<file path="src/rtl/pri_sel_pkg.sv">
package pri_sel_pkg;
  localparam int MAX_PW = 8;
  typedef logic [MAX_PW-1:0] prio_t;

  // Right-hand entry replaces left only when strictly better; left holds smaller IDs.
  function automatic logic right_wins(input logic lv, input prio_t lp,
                                      input logic rv, input prio_t rp);
    return rv && (!lv || (rp > lp));
  endfunction
endpackage

</file>
<file path="src/rtl/pri_sel_qualify.sv">
module pri_sel_qualify #(
  parameter int SLOTS     = 32,
  parameter int PW        = 4,
  parameter int SRC_COUNT = 32
) (
  input  logic [SLOTS-1:0]    pend_i,
  input  logic [SLOTS-1:0]    claimed_i,
  input  logic [SLOTS*PW-1:0] prio_i,
  input  logic [PW-1:0]       thresh_i,
  output logic [SLOTS-1:0]    cand_o
);
  for (genvar k = 0; k < SLOTS; k++) begin : g_slot
    if (k == 0 || k >= SRC_COUNT) begin : g_absent
      assign cand_o[k] = 1'b0;
    end else begin : g_live
      assign cand_o[k] = pend_i[k] & ~claimed_i[k] & (prio_i[k*PW +: PW] > thresh_i);
    end
  end
endmodule

</file>
<file path="src/rtl/pri_sel_node.sv">
module pri_sel_node #(
  parameter int PW  = 4,
  parameter int IDW = 5
) (
  input  logic           lv,
  input  logic [PW-1:0]  lp,
  input  logic [IDW-1:0] li,
  input  logic           rv,
  input  logic [PW-1:0]  rp,
  input  logic [IDW-1:0] ri,
  output logic           ov,
  output logic [PW-1:0]  op,
  output logic [IDW-1:0] oi
);
  import pri_sel_pkg::*;
  logic take_r;
  assign take_r = right_wins(lv, prio_t'(lp), rv, prio_t'(rp));
  assign ov = lv | rv;
  assign op = take_r ? rp : lp;
  assign oi = take_r ? ri : li;
endmodule

</file>
<file path="src/rtl/pri_sel_tree.sv">
module pri_sel_tree #(
  parameter int SLOTS = 32,
  parameter int PW    = 4
) (
  input  logic [SLOTS-1:0]         cand_i,
  input  logic [SLOTS*PW-1:0]      prio_i,
  output logic                     win_v_o,
  output logic [$clog2(SLOTS)-1:0] win_id_o
);
  localparam int IDW   = $clog2(SLOTS);
  localparam int NODES = 2*SLOTS - 1;

  // Heap layout: node i has children 2i+1 (lower IDs) and 2i+2.
  logic           nv [NODES];
  logic [PW-1:0]  np [NODES];
  logic [IDW-1:0] ni [NODES];

  for (genvar k = 0; k < SLOTS; k++) begin : g_leaf
    assign nv[SLOTS-1+k] = cand_i[k];
    assign np[SLOTS-1+k] = prio_i[k*PW +: PW];
    assign ni[SLOTS-1+k] = IDW'(k);
  end

  for (genvar i = 0; i < SLOTS-1; i++) begin : g_node
    pri_sel_node #(.PW(PW), .IDW(IDW)) u_node (
      .lv(nv[2*i+1]), .lp(np[2*i+1]), .li(ni[2*i+1]),
      .rv(nv[2*i+2]), .rp(np[2*i+2]), .ri(ni[2*i+2]),
      .ov(nv[i]),     .op(np[i]),     .oi(ni[i])
    );
  end

  assign win_v_o  = nv[0];
  assign win_id_o = ni[0];
endmodule

</file>
<file path="src/rtl/pri_sel.sv">
module pri_sel #(
  parameter int SLOTS     = 32,
  parameter int PW        = 4,
  parameter int SRC_COUNT = 32
) (
  input  logic                     clk,
  input  logic                     rst,
  input  logic [SLOTS-1:0]         pend_i,
  input  logic [SLOTS-1:0]         claimed_i,
  input  logic [SLOTS*PW-1:0]      prio_i,
  input  logic [PW-1:0]            thresh_i,
  output logic [$clog2(SLOTS)-1:0] sel_id_o,
  output logic                     irq_o
);
  localparam int IDW = $clog2(SLOTS);

  logic [SLOTS-1:0] cand;
  logic             win_v;
  logic [IDW-1:0]   win_id;

  pri_sel_qualify #(.SLOTS(SLOTS), .PW(PW), .SRC_COUNT(SRC_COUNT)) u_qual (
    .pend_i(pend_i), .claimed_i(claimed_i), .prio_i(prio_i),
    .thresh_i(thresh_i), .cand_o(cand)
  );

  pri_sel_tree #(.SLOTS(SLOTS), .PW(PW)) u_tree (
    .cand_i(cand), .prio_i(prio_i), .win_v_o(win_v), .win_id_o(win_id)
  );

  always_ff @(posedge clk) begin
    if (rst) begin
      sel_id_o <= '0;
      irq_o    <= 1'b0;
    end else begin
      sel_id_o <= win_v ? win_id : '0;
      irq_o    <= win_v;
    end
  end
endmodule

</file>
<file path="config.mk">
export PLATFORM = sky130hd
export DESIGN_NAME = pri_sel
export DESIGN_NICKNAME = d
export VERILOG_FILES = /design/src/rtl/pri_sel_pkg.sv /design/src/rtl/pri_sel_qualify.sv /design/src/rtl/pri_sel_node.sv /design/src/rtl/pri_sel_tree.sv /design/src/rtl/pri_sel.sv
export SDC_FILE = /design/constraint.sdc
export NUM_CORES = 1
export LEC_CHECK = 0
export CORE_ASPECT_RATIO = 2
export CORE_UTILIZATION = 56
export CTS_CLUSTER_SIZE = 40
export DETAILED_ROUTE_END_ITERATION = 16
export MAX_ROUTING_LAYER = met4
export PLACE_DENSITY = 0.94
export SYNTH_ARGS = -nofsm -noshare
export SYNTH_HDL_FRONTEND = slang
export SYNTH_SLANG_ARGS = --single-unit
</file>
<file path="constraint.sdc">
create_clock -name clk -period 34.1 [get_ports clk]
set_input_delay 8.525 -clock clk [delete_from_list [all_inputs] [get_ports clk]]
set_output_delay 8.525 -clock clk [all_outputs]
set_load 0.02 [all_outputs]
</file>
==> flow_metrics.tcl, run 1 <==
set metrics [dict create \
    status "complete, no violations" \
    antenna_cells 0 \
    critPathMaxFanout 31 \
    slowest_stage "o22ai_1" \
    synth_seq_cells 6 \
    portBuffers 201 \
    clock_path_buffers 2 \
    power.density_mw_per_mm2 22.54 \
    grt_pass1_vias 9336 \
    async_reset_ff_share_pct 0 \
    ys_warn_count 0 \
    grt.overflow.total 0 \
    ir_worst_vdd_mv 0.01707 \
    syn_avg_cell_area_sq_um 7.765 \
    yosysTopAreaCell "ha_1" \
    ys_seq_area_share_pct 1.515 \
    final_nets 1669 \
    drt_first_pass_iters 11 \
    postLayoutCoreUtil_pct 73.96 \
    wirelength_mm 23.97 \
    dp_hpwl_mm 19.98 \
    worst_path_most_repeated_cell "o21ai_0" \
    fin_crit_sh_pct 53.61 \
    slowest_delay_ns 0.67 \
    synth_top_area_share_pct 38.35 \
    leakage_nw 5.072 \
    hold_buffers 0 \
    cts_buffers 3 \
    grt_usage_pct 33.09 \
    fmax_mhz 54.70 \
    finalCriticalPeriod_ns 18.28 \
    ys_types 66 \
    cts_setup_buffers 0 \
    layout_common_cells "ha_1 (243), clkdlybuf4s50_1 (201), inv_1 (148)" \
    crit_type "in -> reg" \
    synth_ff_type "dfxtp_1" \
    grt_pass1_wl_mm 38.57 \
    fillers 1018 \
    clock_sinks 6 \
    synth_area_sq_mm 0.007928 \
    cts.repair.resized 0 \
    synth_area_leaders "ha_1 (38%), mux2i_1 (9.1%), inv_1 (7.0%), a21oi_1 (6.9%), nor2b_1 (4.2%)" \
    hold_path_class "in -> reg" \
    fp.coreArea_sq_mm 0.01389 \
    cap_violations 0 \
    relSlewSlack_pct 39.01 \
    antenna_left 0 \
    via_per_inst 6.305 \
    final_hold_viol_count 0 \
    synth_edf_count 0 \
    drc 0 \
    rsz0062_at_grt "no" \
    post-place-cells 1412 \
    die_w_microns 86.13 \
    maxSlewViolCount 0 \
    drive_above_1_share_pct 3.181 \
    final_common_cell "ha_1" \
    clk_pin_slew_worst_paths_ns 0.04 \
    finalSetupTns_ns 0 \
    antenna_found_initial 0 \
    syn_to_final_growth_pct 29.59 \
    start_kind "input port" \
    rows 61 \
    die_area_sq_mm 0.01466 \
    num_io_pins 204 \
    initial_utilization_pct 57.07 \
    drt_first_iter_violations 352 \
    clockRootBuffer "clkbuf_16" \
    syn-num-nets 1462 \
    cp-startpoint "thresh_i[2]" \
    setup_viol 0 \
    syn_inst 1021 \
    die_h_microns 170.3 \
    gp_congestion 0.9257 \
    worstHoldStart "rst" \
    cts_tree "yes" \
    grt_max_degree 32 \
    cts.htree.levels 1 \
    num_vias 8922 \
    wl_per_cell_microns 16.94 \
    whs_ns 9.036 \
    worst_pin_slew_ns 0.9053 \
    cp-end-kind "flip-flop" \
    crit_arrival_ns 18.40 \
    worstPathRequired_ns 34.22 \
    finalNonFillerCells 1415 \
]
==> final cells by class <==
cell class,instances,area (sq um),share of cell area [%]
inverters,148,555.5,5.407
repair buffers,206,2049,19.95
well taps,189,236.5,2.302
multi-input cells,863,7237,70.44
clock buffers,3,75.07,0.7307
flip-flops and latches,6,120.1,1.169
==> layer usage <==
layer	part of all wire [%]	vias to the layer above	global-route usage (%)
li1	-	4237	-
met1	34	4148	28.57
met2	55	376	64.39
met3	4.3	161	3.346
met4	6.8	0	22.97
met5	0	-	-
==> worst max-delay path, delay by kind of cell <==
family	cells	cell delay, ns
AO/OA/AOI/OAI	20	4.45
adder cells (fa/ha/maj)	5	1.46
buffers and inverters	6	1.29
multiplexers	3	0.99
AND/OR/NAND/NOR	14	1.67
==> per-stage QoR <==
| stage | cell area (sq um) | power, W | setup WS (ns) |
|---|---|---|---|
| global placement | 10200 | 0.0001977 | 16.09 |
| global route | 10270 | 0.0002558 | 14.98 |
| detailed placement | 10200 | 0.0002076 | 15.83 |
| finish | 10270 | 0.0002315 | 15.82 |
| floorplan | 7928 | 0.0001409 | 17.21 |
| CTS | 10270 | 0.0002290 | 16.02 |
==> synthesized netlist by cell type (all sizes together) (3+ instances only) <==
| library cell | instances |
|---|---|
| a211oi | 4 |
| a21boi | 12 |
| a21o | 6 |
| a21oi | 112 |
| a221oi | 3 |
| a311o | 3 |
| a31oi | 3 |
| a32o | 3 |
| a41o | 8 |
| a41oi | 6 |
| and2 | 3 |
| clkbuf | 4 |
| dfxtp | 6 |
| ha | 243 |
| inv | 148 |
| mux2 | 10 |
| mux2i | 72 |
| nand2 | 33 |
| nand2b | 17 |
| nand3 | 3 |
| nand3b | 19 |
| nand4 | 39 |
| nor2 | 49 |
| nor2b | 54 |
| nor3 | 3 |
| nor4 | 3 |
| o2111ai | 9 |
| o211ai | 15 |
| o21a | 39 |
| o21ai | 42 |
| o21bai | 4 |
| o22ai | 8 |
| o2bb2ai | 9 |
| or2 | 5 |
==> where the power goes <==
part	leakage (nW)	total (W)	switching (W)	internal [W]
Sequential	0.0497	0.0000100	0.000000496	0.00000954
Clock	0.0370	0.0000198	0.00000465	0.0000151
Combinational	4.99	0.000202	0.000106	0.0000952
Total	5.07	0.000232	0.000112	0.000120
==> state kept, by name, indices dropped and copies added, names as in the netlist <==
signal    count
sel_id_o      5
irq_o         1
==> path summary, 6_finish.rpt <==
path | depth (start not counted) | end
setup / recovery | 48 | sel_id_o[1]
hold / removal | 3 | irq_o
==> cell families after synthesis <==
logic type                 count (synthesis)  synth area share [%]
AOI/OAI and AO/OA                        300                 25.43
adders and majority gates                243                 38.35
buffers and inverters                    152                 7.197
DFF                                        6                 1.515
muxes                                     82                 10.51
and+or+nand+nor                          238                 17.00
No activity file was read; power rests on OpenSTA's default activity.
==> run 2: changes to the inputs <==
--- a/config.mk
+++ b/config.mk
@@ -6,11 +6,11 @@
 export NUM_CORES = 1
 export LEC_CHECK = 0
 export CORE_ASPECT_RATIO = 2
-export CORE_UTILIZATION = 56
+export CORE_UTILIZATION = 52
 export CTS_CLUSTER_SIZE = 40
 export DETAILED_ROUTE_END_ITERATION = 16
 export MAX_ROUTING_LAYER = met4
-export PLACE_DENSITY = 0.94
+export PLACE_DENSITY = 0.88
 export SYNTH_ARGS = -nofsm -noshare
 export SYNTH_HDL_FRONTEND = slang
 export SYNTH_SLANG_ARGS = --single-unit
==> constraint.sdc (replaced) <==
create_clock -name clk -period 17.7 [get_ports clk]
set_input_delay 4.425 -clock clk [delete_from_list [all_inputs] [get_ports clk]]
set_output_delay 4.425 -clock clk [all_outputs]
set_load 0.02 [all_outputs]
==> run 2 against run 1 <==
First-iteration DRC count shrank 28%. Clock-buffer cell count unchanged. Critical path type unchanged. Critical path depth is 2 higher. Critical endpoint unchanged.
==> flow_metrics.tcl, run 2 (synthesis gave the netlist of run 1 again) <==
set metrics [dict create \
    status "complete, no violations" \
    via_per_inst 6.059 \
    crit_type "in -> reg" \
    grt.overflow.total 0 \
    cts_buffers 3 \
    hold_path_class "in -> reg" \
    top_register "sel_id_o" \
    worst_pin_slew_ns 0.8935 \
    worst_path_most_repeated_cell "a21oi_1" \
    gp_congestion 0.9018 \
    pre_cts_slack_ns 3.525 \
    die_w_microns 89.31 \
    wl_per_cell_microns 16.11 \
    die_area_sq_mm 0.01577 \
    portBuffers 201 \
    final_hold_viol_count 0 \
    p_total_w 0.0004397 \
    cts.htree.levels 1 \
    start_kind "input port" \
    power.density_mw_per_mm2 42.77 \
    dp_hpwl_mm 19.61 \
    antenna_cells 0 \
    rsz0062_at_grt "no" \
    slowest_stage "buf_4" \
    drt_first_iter_violations 255 \
    num_vias 8610 \
    grt_max_degree 32 \
    final_common_cell "ha_1" \
    ir_worst_vdd_mv 0.02854 \
    fin_ws_ns 3.644 \
    slowest_delay_ns 0.42 \
    drt_first_pass_iters 5 \
    hold_buffers 0 \
    finalCriticalPeriod_ns 14.06 \
    cts_tree "yes" \
    clk_pin_slew_worst_paths_ns 0.03 \
    relSlewSlack_pct 39.81 \
    final_nets 1669 \
    fin_crit_sh_pct 79.41 \
    antenna_found_initial 0 \
    rows 63 \
    grt_pass1_vias 8797 \
    grt_usage_pct 29.15 \
    num_io_pins 204 \
    drive_above_1_share_pct 3.181 \
    leakage_nw 5.072 \
    crit_arrival_ns 14.17 \
    finalSetupTns_ns 0 \
    largestRegisters "sel_id_o: 5 flops, irq_o: 1 flops" \
    clock_sinks 6 \
    setup_viol 0 \
    fillers 1245 \
    grt_pass1_wl_mm 35.91 \
    largest_register_ffs 5 \
    clock_path_buffers 2 \
    die_h_microns 176.6 \
    worstPathRequired_ns 17.82 \
    whs_ns 4.936 \
    initial_utilization_pct 53.50 \
    layout_common_cells "ha_1 (243), clkdlybuf4s50_1 (201), inv_1 (148)" \
    cap_violations 0 \
    syn_to_final_growth_pct 29.69 \
    antenna_left 0 \
    cp-end-kind "flip-flop" \
    drc 0 \
    critPathMaxFanout 31 \
    fp.coreArea_sq_mm 0.01482 \
    maxSlewViolCount 0 \
    cts_setup_buffers 0 \
    cts.repair.resized 0 \
    wirelength_mm 22.89 \
    fmax_mhz 71.14 \
    clockRootBuffer "clkbuf_16" \
]
==> run 2: cell counts in the layout (fill, tap and decap cells not counted) <==
No cell type changed its count.
==> run 2: worst max-delay path: cells and delay by family <==
family	cells	cell delay, ns
buffers and inverters	6	1.06
muxes	4	1.27
adders and majority gates	5	1.52
AOI/OAI and AO/OA	22	3.78
and+or+nand+nor	13	2.06
==> run 2: metal layers <==
metal / global-route usage (%) / vias up / wire [microns]
met5: - / - / 0
met2: 59.61 / 264 / 13030
met1: 24.62 / 4028 / 8032
met3: 2.799 / 86 / 816
met4: 13.76 / 0 / 1011
li1: - / 4232 / -
==> run 2: final timing paths <==
check,endpoint,slack (ns),depth (start not counted),startpoint
worst max-delay path,sel_id_o[1],3.64,50,thresh_i[1]
worst min-delay path,irq_o,4.94,3,rst
==> run 2: report_power, final <==
group	total, W	switching (W)	internal [W]
clock	0.0000365	0.00000749	0.0000290
combinational	0.000383	0.000201	0.000183
sequential	0.0000198	0.00000132	0.0000184
total	0.000440	0.000210	0.000230
==> run 2: stage by stage <==
stage                     instance area, sq um  cells  utilization, %
after floorplan                           7928   1021               -
after CTS                                10280   1421           69.38
after global routing                     10280   1421           69.38
final                                    10280   1421           69.38
after detailed placement                 10210   1418           68.87
after global placement                   10210   1418           68.87
==> run 2: area by class of cell <==
| type | instances | area, sq um | area share [%] |
|---|---|---|---|
| tap | 195 | 244.0 | 2.373 |
| multi-input combinational | 863 | 7237 | 70.39 |
| inverter | 148 | 555.5 | 5.403 |
| clock buffer | 3 | 75.07 | 0.7302 |
| sequential | 6 | 120.1 | 1.168 |
| timing repair buffer | 206 | 2049 | 19.93 |
==> run 3: changes to the inputs <==
==> constraint.sdc (replaced) <==
create_clock -name clk -period 13.6 [get_ports clk]
set_input_delay 3.4 -clock clk [delete_from_list [all_inputs] [get_ports clk]]
set_output_delay 3.4 -clock clk [all_outputs]
set_load 0.02 [all_outputs]
==> run 3 against run 2 <==
Non-clock buffer count increased by 7. Sequential share of layout area about the same. Sequential cell count unchanged. Final cell count increased by 0.49%. Via count decreased by 0.26%. Die area unchanged. Worst hold slack got worse by 1.0 ns. Utilization increased by 0.49 points. Combinational power increased by 32%. Critical path depth decreased by 3.
==> flow_metrics.tcl, run 3 (synthesis gave the netlist of run 1 again) <==
set metrics [dict create \
    slowest_stage "inv_1" \
    largest_register_ffs 5 \
    finalCriticalPeriod_ns 12.69 \
    worstPathRequired_ns 13.72 \
    clk_pin_slew_worst_paths_ns 0.04 \
    start_kind "input port" \
    antenna_left 0 \
    num_vias 8588 \
    worst_pin_slew_ns 0.9022 \
    wirelength_mm 23.01 \
    dp_hpwl_mm 20.23 \
    worst_path_most_repeated_cell "a21oi_1" \
    cts_buffers 3 \
    via_per_inst 6.014 \
    final_nets 1676 \
    fin_crit_sh_pct 93.28 \
    slowest_delay_ns 0.55 \
    postLayoutCoreUtil_pct 69.87 \
    num_io_pins 204 \
    grt_max_degree 19 \
    fmax_mhz 78.83 \
    top_register "sel_id_o" \
    grt_pass1_vias 8801 \
    clockRootBuffer "clkbuf_16" \
    ir_worst_vdd_mv 0.04259 \
    gp_congestion 0.9080 \
    wl_per_cell_microns 16.11 \
    portBuffers 201 \
    drt_first_iter_violations 240 \
    final_hold_viol_count 0 \
    clock_sinks 6 \
    grt_usage_pct 29.69 \
    syn_to_final_growth_pct 30.60 \
    grt.overflow.total 0 \
    die_h_microns 176.6 \
    critPathMaxFanout 15 \
    crit_arrival_ns 12.80 \
    power.density_mw_per_mm2 55.78 \
    setup_viol 0 \
    rows 63 \
    finalSetupTns_ns 0 \
    hold_path_class "in -> reg" \
    status "complete, no violations" \
    cts.htree.levels 1 \
    drc 0 \
    antenna_cells 0 \
    fillers 1249 \
    grt_pass1_wl_mm 36.67 \
    drt_first_pass_iters 6 \
    finalNonFillerCells 1428 \
    cap_violations 0 \
    antenna_found_initial 0 \
    fp.coreArea_sq_mm 0.01482 \
    cp-end-kind "flip-flop" \
    drive_above_1_share_pct 3.893 \
    leakage_nw 5.108 \
    crit_type "in -> reg" \
    final_common_cell "ha_1" \
    rsz0062_at_grt "no" \
    maxSlewViolCount 0 \
    p_total_w 0.0005775 \
    clock_path_buffers 2 \
    relSlewSlack_pct 39.22 \
    layout_common_cells "ha_1 (243), clkdlybuf4s50_1 (201), inv_1 (147)" \
    post-place-cells 1422 \
    cts_tree "yes" \
    die_area_sq_mm 0.01577 \
    die_w_microns 89.31 \
    largestRegisters "sel_id_o: 5 flops, irq_o: 1 flops" \
    initial_utilization_pct 53.50 \
]
run 3: per-layer routing:
layer  share of wire (%)  up-vias  track usage (%)
li1                    -     4247                -
met1                  36     3978            26.67
met2                  56      256            57.32
met3                 3.3      107            2.985
met4                 5.5        0            17.20
met5                   0        -                -
run 3: worst paths after layout:
kind | startpoint | to | slack [ns] | cells after the start
worst max-delay path | thresh_i[2] | sel_id_o[1] | 0.91 | 47
worst min-delay path | rst | irq_o | 3.90 | 3
run 3: stage by stage:
step                area [sq um]  worst slack [ns]  hold slack, ns
finish                     10350            0.9144           3.896
detailed placement         10250            0.4841           4.118
global route               10350           0.08836           3.926
floorplan                   7928             1.835           3.632
global placement           10250            0.7017           4.119
CTS                        10320            0.6193           3.892
run 3: where the power goes:
group / internal, W / leakage [nW] / switching (W) / total [W]
clock network: 0.0000378 / 0.0370 / 0.0000105 / 0.0000483
registers: 0.0000240 / 0.0497 / 0.00000173 / 0.0000257
logic: 0.000242 / 5.02 / 0.000262 / 0.000504
run 3: area by class of cell:
| type | instances | area, sq um | share of cell area (%) |
|---|---|---|---|
| Tap cell | 195 | 244.0 | 2.356 |
| Timing Repair Buffer | 213 | 2115 | 20.42 |
| Multi-Input combinational cell | 863 | 7241 | 69.93 |
| Clock buffer | 3 | 75.07 | 0.7251 |
| Sequential cell | 6 | 120.1 | 1.160 |
| Inverter | 148 | 559.3 | 5.402 |
run 3: critical path: cells and delay by family:
| kind | cells | cell delay, ns |
|---|---|---|
| AND/OR/NAND/NOR | 13 | 1.62 |
| AO/OA/AOI/OAI | 21 | 3.68 |
| multiplexers | 4 | 1.38 |
| buffers and inverters | 4 | 1.11 |
| adder cells (fa/ha/maj) | 5 | 1.59 |
run 3: timing repair:
action | 4_1_cts | 5_1_grt
setup endpoints to repair | 0 | 4
endpoints found under the hold margin | 0 | 0
hold buffers | 0 | 0
buffers inserted | 0 | 3
resized for setup | 0 | 2
